<file path="src/rtl/pix_corr_pkg.sv">
package pix_corr_pkg;

    localparam int SPLIT_W = 3;
    localparam int SCALE_W = 3;

    // How the correction pins are divided between the gain and offset words
    typedef enum logic [1:0] {
        SPLIT_BYPASS   = 2'd0,   // no subtraction, full-width gain
        SPLIT_GAIN_MAX = 2'd1,   // full gain, offset pins only
        SPLIT_ONE_MOVE = 2'd2,   // one gain LSB moved to offset MSB
        SPLIT_TWO_MOVE = 2'd3    // two gain LSBs moved to offset MSBs
    } split_mode_e;

endpackage

</file>
<file path="src/rtl/pix_corr_cfg.sv">
module pix_corr_cfg
    import pix_corr_pkg::*;
#(
    parameter int DATA_W = 12,
    parameter int OPIN_W = 8
) (
    input  logic [SPLIT_W-1:0] split_sel,
    input  logic [SCALE_W-1:0] scale_sel,
    input  logic [DATA_W-1:0]  gain_pins,
    input  logic [OPIN_W-1:0]  offset_pins,
    output logic               sub_en,
    output logic [DATA_W-1:0]  off_word,
    output logic [DATA_W-1:0]  gain_norm,
    output logic               mul_en,
    output logic [1:0]         scale_k
);

    localparam int PAD_W = DATA_W - OPIN_W - 2;

    split_mode_e mode;

    // lowest-numbered set bit decides the split mode
    always_comb begin
        if (split_sel[0])      mode = SPLIT_TWO_MOVE;
        else if (split_sel[1]) mode = SPLIT_ONE_MOVE;
        else if (split_sel[2]) mode = SPLIT_GAIN_MAX;
        else                   mode = SPLIT_BYPASS;
    end

    // gain normalised to DATA_W bits, so that every mode shares one fraction scale
    always_comb begin
        sub_en = (mode != SPLIT_BYPASS);
        unique case (mode)
            SPLIT_TWO_MOVE: begin
                off_word  = {{PAD_W{1'b0}}, gain_pins[1:0], offset_pins};
                gain_norm = {gain_pins[DATA_W-1:2], 2'b00};
            end
            SPLIT_ONE_MOVE: begin
                off_word  = {{PAD_W{1'b0}}, 1'b0, gain_pins[0], offset_pins};
                gain_norm = {gain_pins[DATA_W-1:1], 1'b0};
            end
            default: begin
                off_word  = {{PAD_W{1'b0}}, 2'b00, offset_pins};
                gain_norm = gain_pins;
            end
        endcase
    end

    // scale_k is log2 of the full-scale multiplier
    always_comb begin
        mul_en  = 1'b1;
        if (scale_sel[0])      scale_k = 2'd1;
        else if (scale_sel[1]) scale_k = 2'd2;
        else if (scale_sel[2]) scale_k = 2'd3;
        else begin
            scale_k = 2'd0;
            mul_en  = 1'b0;
        end
    end

endmodule

</file>
<file path="src/rtl/pix_corr_sub.sv">
module pix_corr_sub #(
    parameter int DATA_W = 12
) (
    input  logic              sub_en,
    input  logic [DATA_W-1:0] pix,
    input  logic [DATA_W-1:0] off_word,
    output logic [DATA_W-1:0] diff
);

    always_comb begin
        if (!sub_en)              diff = pix;
        else if (off_word >= pix) diff = '0;
        else                      diff = pix - off_word;
    end

endmodule

</file>
<file path="src/rtl/pix_corr_mul.sv">
module pix_corr_mul #(
    parameter int DATA_W = 12
) (
    input  logic              mul_en,
    input  logic [1:0]        scale_k,
    input  logic [DATA_W-1:0] diff,
    input  logic [DATA_W-1:0] gain_norm,
    output logic [DATA_W-1:0] result
);

    localparam int PROD_W = 2 * DATA_W;
    localparam int SH_W   = $clog2(PROD_W + 1);

    logic [PROD_W-1:0] prod;
    logic [PROD_W-1:0] scaled;
    logic [SH_W-1:0]   sh;

    always_comb begin
        prod   = PROD_W'(diff) * PROD_W'(gain_norm);
        sh     = SH_W'(DATA_W) - SH_W'(scale_k);
        scaled = prod >> sh;
        if (!mul_en)
            result = diff;
        else if (|scaled[PROD_W-1:DATA_W])
            result = '1;
        else
            result = scaled[DATA_W-1:0];
    end

endmodule

</file>
<file path="src/rtl/pix_corr.sv">
module pix_corr
    import pix_corr_pkg::*;
#(
    parameter int DATA_W = 12,
    parameter int OPIN_W = 8
) (
    input  logic               clk,
    input  logic               rst_n,
    input  logic               in_valid,
    input  logic [DATA_W-1:0]  in_data,
    input  logic [DATA_W-1:0]  gain_pins,
    input  logic [OPIN_W-1:0]  offset_pins,
    input  logic [SPLIT_W-1:0] split_sel,
    input  logic [SCALE_W-1:0] scale_sel,
    output logic               out_valid,
    output logic [DATA_W-1:0]  out_data
);

    typedef struct packed {
        logic              s1_valid;
        logic [DATA_W-1:0] s1_diff;
        logic [DATA_W-1:0] s1_gain;
        logic              s1_mul_en;
        logic [1:0]        s1_k;
        logic              s2_valid;
        logic [DATA_W-1:0] s2_data;
    } pipe_t;

    pipe_t pipe_d, pipe_q;

    logic              sub_en, mul_en;
    logic [DATA_W-1:0] off_word, gain_norm, diff, mul_res;
    logic [1:0]        scale_k;

    pix_corr_cfg #(.DATA_W(DATA_W), .OPIN_W(OPIN_W)) u_cfg (
        .split_sel  (split_sel),
        .scale_sel  (scale_sel),
        .gain_pins  (gain_pins),
        .offset_pins(offset_pins),
        .sub_en     (sub_en),
        .off_word   (off_word),
        .gain_norm  (gain_norm),
        .mul_en     (mul_en),
        .scale_k    (scale_k)
    );

    pix_corr_sub #(.DATA_W(DATA_W)) u_sub (
        .sub_en  (sub_en),
        .pix     (in_data),
        .off_word(off_word),
        .diff    (diff)
    );

    pix_corr_mul #(.DATA_W(DATA_W)) u_mul (
        .mul_en   (pipe_q.s1_mul_en),
        .scale_k  (pipe_q.s1_k),
        .diff     (pipe_q.s1_diff),
        .gain_norm(pipe_q.s1_gain),
        .result   (mul_res)
    );

    always_comb begin
        pipe_d          = pipe_q;
        pipe_d.s1_valid = in_valid;
        if (in_valid) begin
            pipe_d.s1_diff   = diff;
            pipe_d.s1_gain   = gain_norm;
            pipe_d.s1_mul_en = mul_en;
            pipe_d.s1_k      = scale_k;
        end
        pipe_d.s2_valid = pipe_q.s1_valid;
        if (pipe_q.s1_valid)
            pipe_d.s2_data = mul_res;
    end

    always_ff @(posedge clk) begin
        if (!rst_n) pipe_q <= '0;
        else        pipe_q <= pipe_d;
    end

    assign out_valid = pipe_q.s2_valid;
    assign out_data  = pipe_q.s2_data;

endmodule

</file>
<file path="config.mk">
export PLATFORM = sky130hd
export DESIGN_NAME = pix_corr
export DESIGN_NICKNAME = d
export VERILOG_FILES = /design/src/rtl/pix_corr_pkg.sv /design/src/rtl/pix_corr_cfg.sv /design/src/rtl/pix_corr_sub.sv /design/src/rtl/pix_corr_mul.sv /design/src/rtl/pix_corr.sv
export SDC_FILE = /design/constraint.sdc
export NUM_CORES = 1
export LEC_CHECK = 0
export BUFFER_PORTS_ARGS = -buffer_cell sky130_fd_sc_hd__clkbuf_2
export CORE_UTILIZATION = 35
export CTS_CLUSTER_SIZE = 12
export DETAILED_ROUTE_END_ITERATION = 16
export PLACE_DENSITY = 0.6
export SYNTH_ARGS = -nofsm -noshare
export SYNTH_HDL_FRONTEND = slang
export SYNTH_HIERARCHICAL = 1
export SYNTH_SLANG_ARGS = --single-unit
export TNS_END_PERCENT = 5
</file>
<file path="constraint.sdc">
create_clock -name clk -period 7.25 [get_ports clk]
set_clock_uncertainty 0.1 [all_clocks]
set_input_delay 1.45 -clock clk [delete_from_list [all_inputs] [get_ports clk]]
set_output_delay 1.45 -clock clk [all_outputs]
set_load 0.02 [all_outputs]
</file>
==> results.sh <==
export IMPL_period_share_pct=94.9
export IMPL_fp_dieH_um=158
export IMPL_drv_slew=0
export IMPL_core_um2=23700
export IMPL_placed_cells=1315
export IMPL_worstPathArrival_ns=6.96
export IMPL_hpwl_um=17200
export IMPL_grt_overflow=0
export IMPL_synth_avg_cell_area_um2=8.35
export IMPL_drt_total_wl_um=21200
export IMPL_place_gp_congestion=0.934
export IMPL_final_nets=1215
export IMPL_track_usage_pct=18.3
export IMPL_hold_worst_slack_ns=0.421
export IMPL_synthTopCellsByCount="inv_1, nand2_1, fa_1"
export IMPL_worst_pin_slew_ns=0.934
export IMPL_power_mw=0.861
export IMPL_yosysUniqueCellTypes=82
export IMPL_ys_top_cells_by_area="fa_1, ha_1, dfxtp_1"
export IMPL_max_freq_ghz=0.145
export IMPL_ys_seq_area_share_pct=9.64
export IMPL_syn_area_um2=8510
export IMPL_antenna_found_initial=0
export IMPL_drt_pass1_iterations=7
export IMPL_yosys_area_share_simple_pct=20.5
export IMPL_io_buffers=53
export IMPL_die_area_um2=25000
export IMPL_synth_compound_area_share_pct=14.6
export IMPL_vias=6898
export IMPL_fp_dieW_um=158
export IMPL_maxCapViolCount=0
export IMPL_hold_path_class="register to register"
export IMPL_critical_path_required_ns=7.33
export IMPL_hold_violations=0
export IMPL_cts_buffer_depth=2
export IMPL_synth_ff_type="dfxtp_1"
export IMPL_final_core_util_pct=37.4
export IMPL_synthXorXnorAreaFrac_pct=2.06
export IMPL_async_flop_share_pct=0
export IMPL_drt_iter0_drc=476
export IMPL_clk_pin_slew_ns=0.06
export IMPL_fillers=2457
export IMPL_muxShareOfSynthArea_pct=5.97
export IMPL_ctsHoldBuffers=0
export IMPL_setup_viol=0
export IMPL_io_pins=54
export IMPL_grt_max_degree=42
export IMPL_rows=56
export IMPL_worst_path_max_fanout=14
export IMPL_via_per_inst=5.22
export IMPL_htreeDepth=2
export IMPL_start_kind="register"
export IMPL_clkLatencyLatePin_ns=0.29
export IMPL_start_util_pct=35.9
export IMPL_ant_nets=0
export IMPL_reg2reg_slack_ns=0.37
export IMPL_path_class="register to register"
export IMPL_synth_fa_ha_area_share_pct=34.0
export IMPL_root_buffer="clkbuf_16"
export IMPL_ys_warn_count=6
export IMPL_layout_drive_gt1_share_pct=10.5
export IMPL_max_slew_margin_rel_pct=37.7
export IMPL_grt_pass1_wl_um=36100
export IMPL_cts_tree="built"
export IMPL_vdd_ir_drop_max_mv=0.0851
export IMPL_antennaDiodeCount=0
export IMPL_routedWlPerCell_um=16.1
export IMPL_fin_crit_ns=6.88
export IMPL_synthCells=1020
export IMPL_end_kind="register"
export IMPL_rsz0062_at_grt="no"
export IMPL_grt_pass1_vias=6975
export IMPL_setup_tns_ns=0
export IMPL_outcome="finished, final reports clean"
export IMPL_final_cells=1321
export IMPL_cts_sink_count=41
export IMPL_yosysTopAreaCellShare_pct=23.5
export IMPL_power_density_nw_per_um2=97.1
export IMPL_synth_largest_area_cell="fa_1"
export IMPL_yosysMostFrequentCell="inv_1"
export IMPL_ys_ff_latch=41
export IMPL_drc=0
export IMPL_numCtsBuffers=5
export IMPL_synth_edff_count=0
export IMPL_synth_top_family_by_area="adder cells"
export IMPL_leakage_nw=4.42
export IMPL_syn_to_final_growth_pct=4.17
-- layout make-up --
class | count | area (um^2) | share of cell area, %
Clock buffer | 5 | 125 | 1.41
Clock inverter | 1 | 5.00 | 0.0564
Inverter | 159 | 597 | 6.73
Multi-Input combinational cell | 731 | 6560 | 74.0
Sequential cell | 41 | 823 | 9.28
Tap cell | 319 | 399 | 4.50
Timing Repair Buffer | 65 | 355 | 4.01
-- where the power goes --
part,leakage [nW],switching (mW),internal [mW]
registers,0.337,0.0370,0.239
clock network,0.0655,0.0923,0.123
logic,4.02,0.218,0.151
-- final timing paths --
path | endpoint | from | depth (start not counted)
max | out_data[0]$_SDFFE_PN0P_ | pipe_q[31]$_SDFFE_PN0P_ | 19
min | out_data[2]$_SDFFE_PN0P_ | out_data[2]$_SDFFE_PN0P_ | 2
max reg2reg | out_data[0]$_SDFFE_PN0P_ | pipe_q[31]$_SDFFE_PN0P_ | 19
min reg2reg | out_data[2]$_SDFFE_PN0P_ | out_data[2]$_SDFFE_PN0P_ | 2
-- layer usage --
| metal | global-route usage (%) | vias to the layer above | part of all wire [%] |
|---|---|---|---|
| li1 | - | 3290 | - |
| met1 | 26.4 | 3391 | 48 |
| met2 | 29.9 | 198 | 46 |
| met3 | 1.97 | 19 | 5.0 |
| met4 | 2.84 | 0 | 1.2 |
| met5 | 0 | - | 0 |
-- repair_timing --
action / CTS / global route
setup endpoints to repair: 0 / 3
setup buffers: 0 / 0
resized for setup: 0 / 2
-- state kept, by name, indices dropped and copies added (netlist names) --
register	count
pipe_q	27
out_valid	1
pipe_d	1
out_data	12
-- worst max-delay path, cell delays in order, from the launching register on --
cell and delay (ns):
dfxtp_1 0.73, and2_1 0.25, fa_1 0.43, fa_1 0.53, fa_1 0.52, fa_1 0.54
inv_1 0.05, fa_1 0.52, inv_1 0.04, ha_1 0.45, and2_1 0.24, nand4_1 0.16
o21ai_0 0.42, o21ai_0 0.32, o21ai_0 0.39, a32oi_4 0.13, or4_1 0.54, a31o_1 0.22
mux2i_1 0.12, nor2b_1 0.06
-- stage by stage --
| stage | area [um^2] | setup slack [ns] |
|---|---|---|
| 2_1_floorplan | 8520 | 1.07 |
| 3_3_place_gp | 8740 | 0.497 |
| 3_5_place_dp | 8740 | 0.405 |
| 6_report | 8870 | 0.366 |
| 4_1_cts | 8870 | 0.376 |
| 5_1_grt | 8870 | 0.0397 |
-- logic make-up (layout without fill, tap and decap cells) --
group | Yosys count | after routing
adder cells (fa/ha/maj) | 171 | 171
XOR/XNOR | 20 | 20
multiplexers | 49 | 49
other | 1 | 2
AND/OR/NAND/NOR | 326 | 326
buffers and inverters | 249 | 230
AO/OA/AOI/OAI | 163 | 163
flip-flops | 41 | 41
-- layout by cell type, fill, tap and decap left out, drive strengths merged, types with 8 or more instances in the layout --
master,instances
inv,159
nand2,101
fa,100
and2,76
ha,71
clkbuf,58
mux2i,44
nor2b,43
dfxtp,41
nor2,29
a21oi,26
o21ai,24
nand3,22
nor3,14
a21o,14
xnor2,13
buf,12
o22ai,12
a211oi,11
and3,8
o211ai,8
a221oi,8
Note: power is estimated with default switching activity, not from simulation.
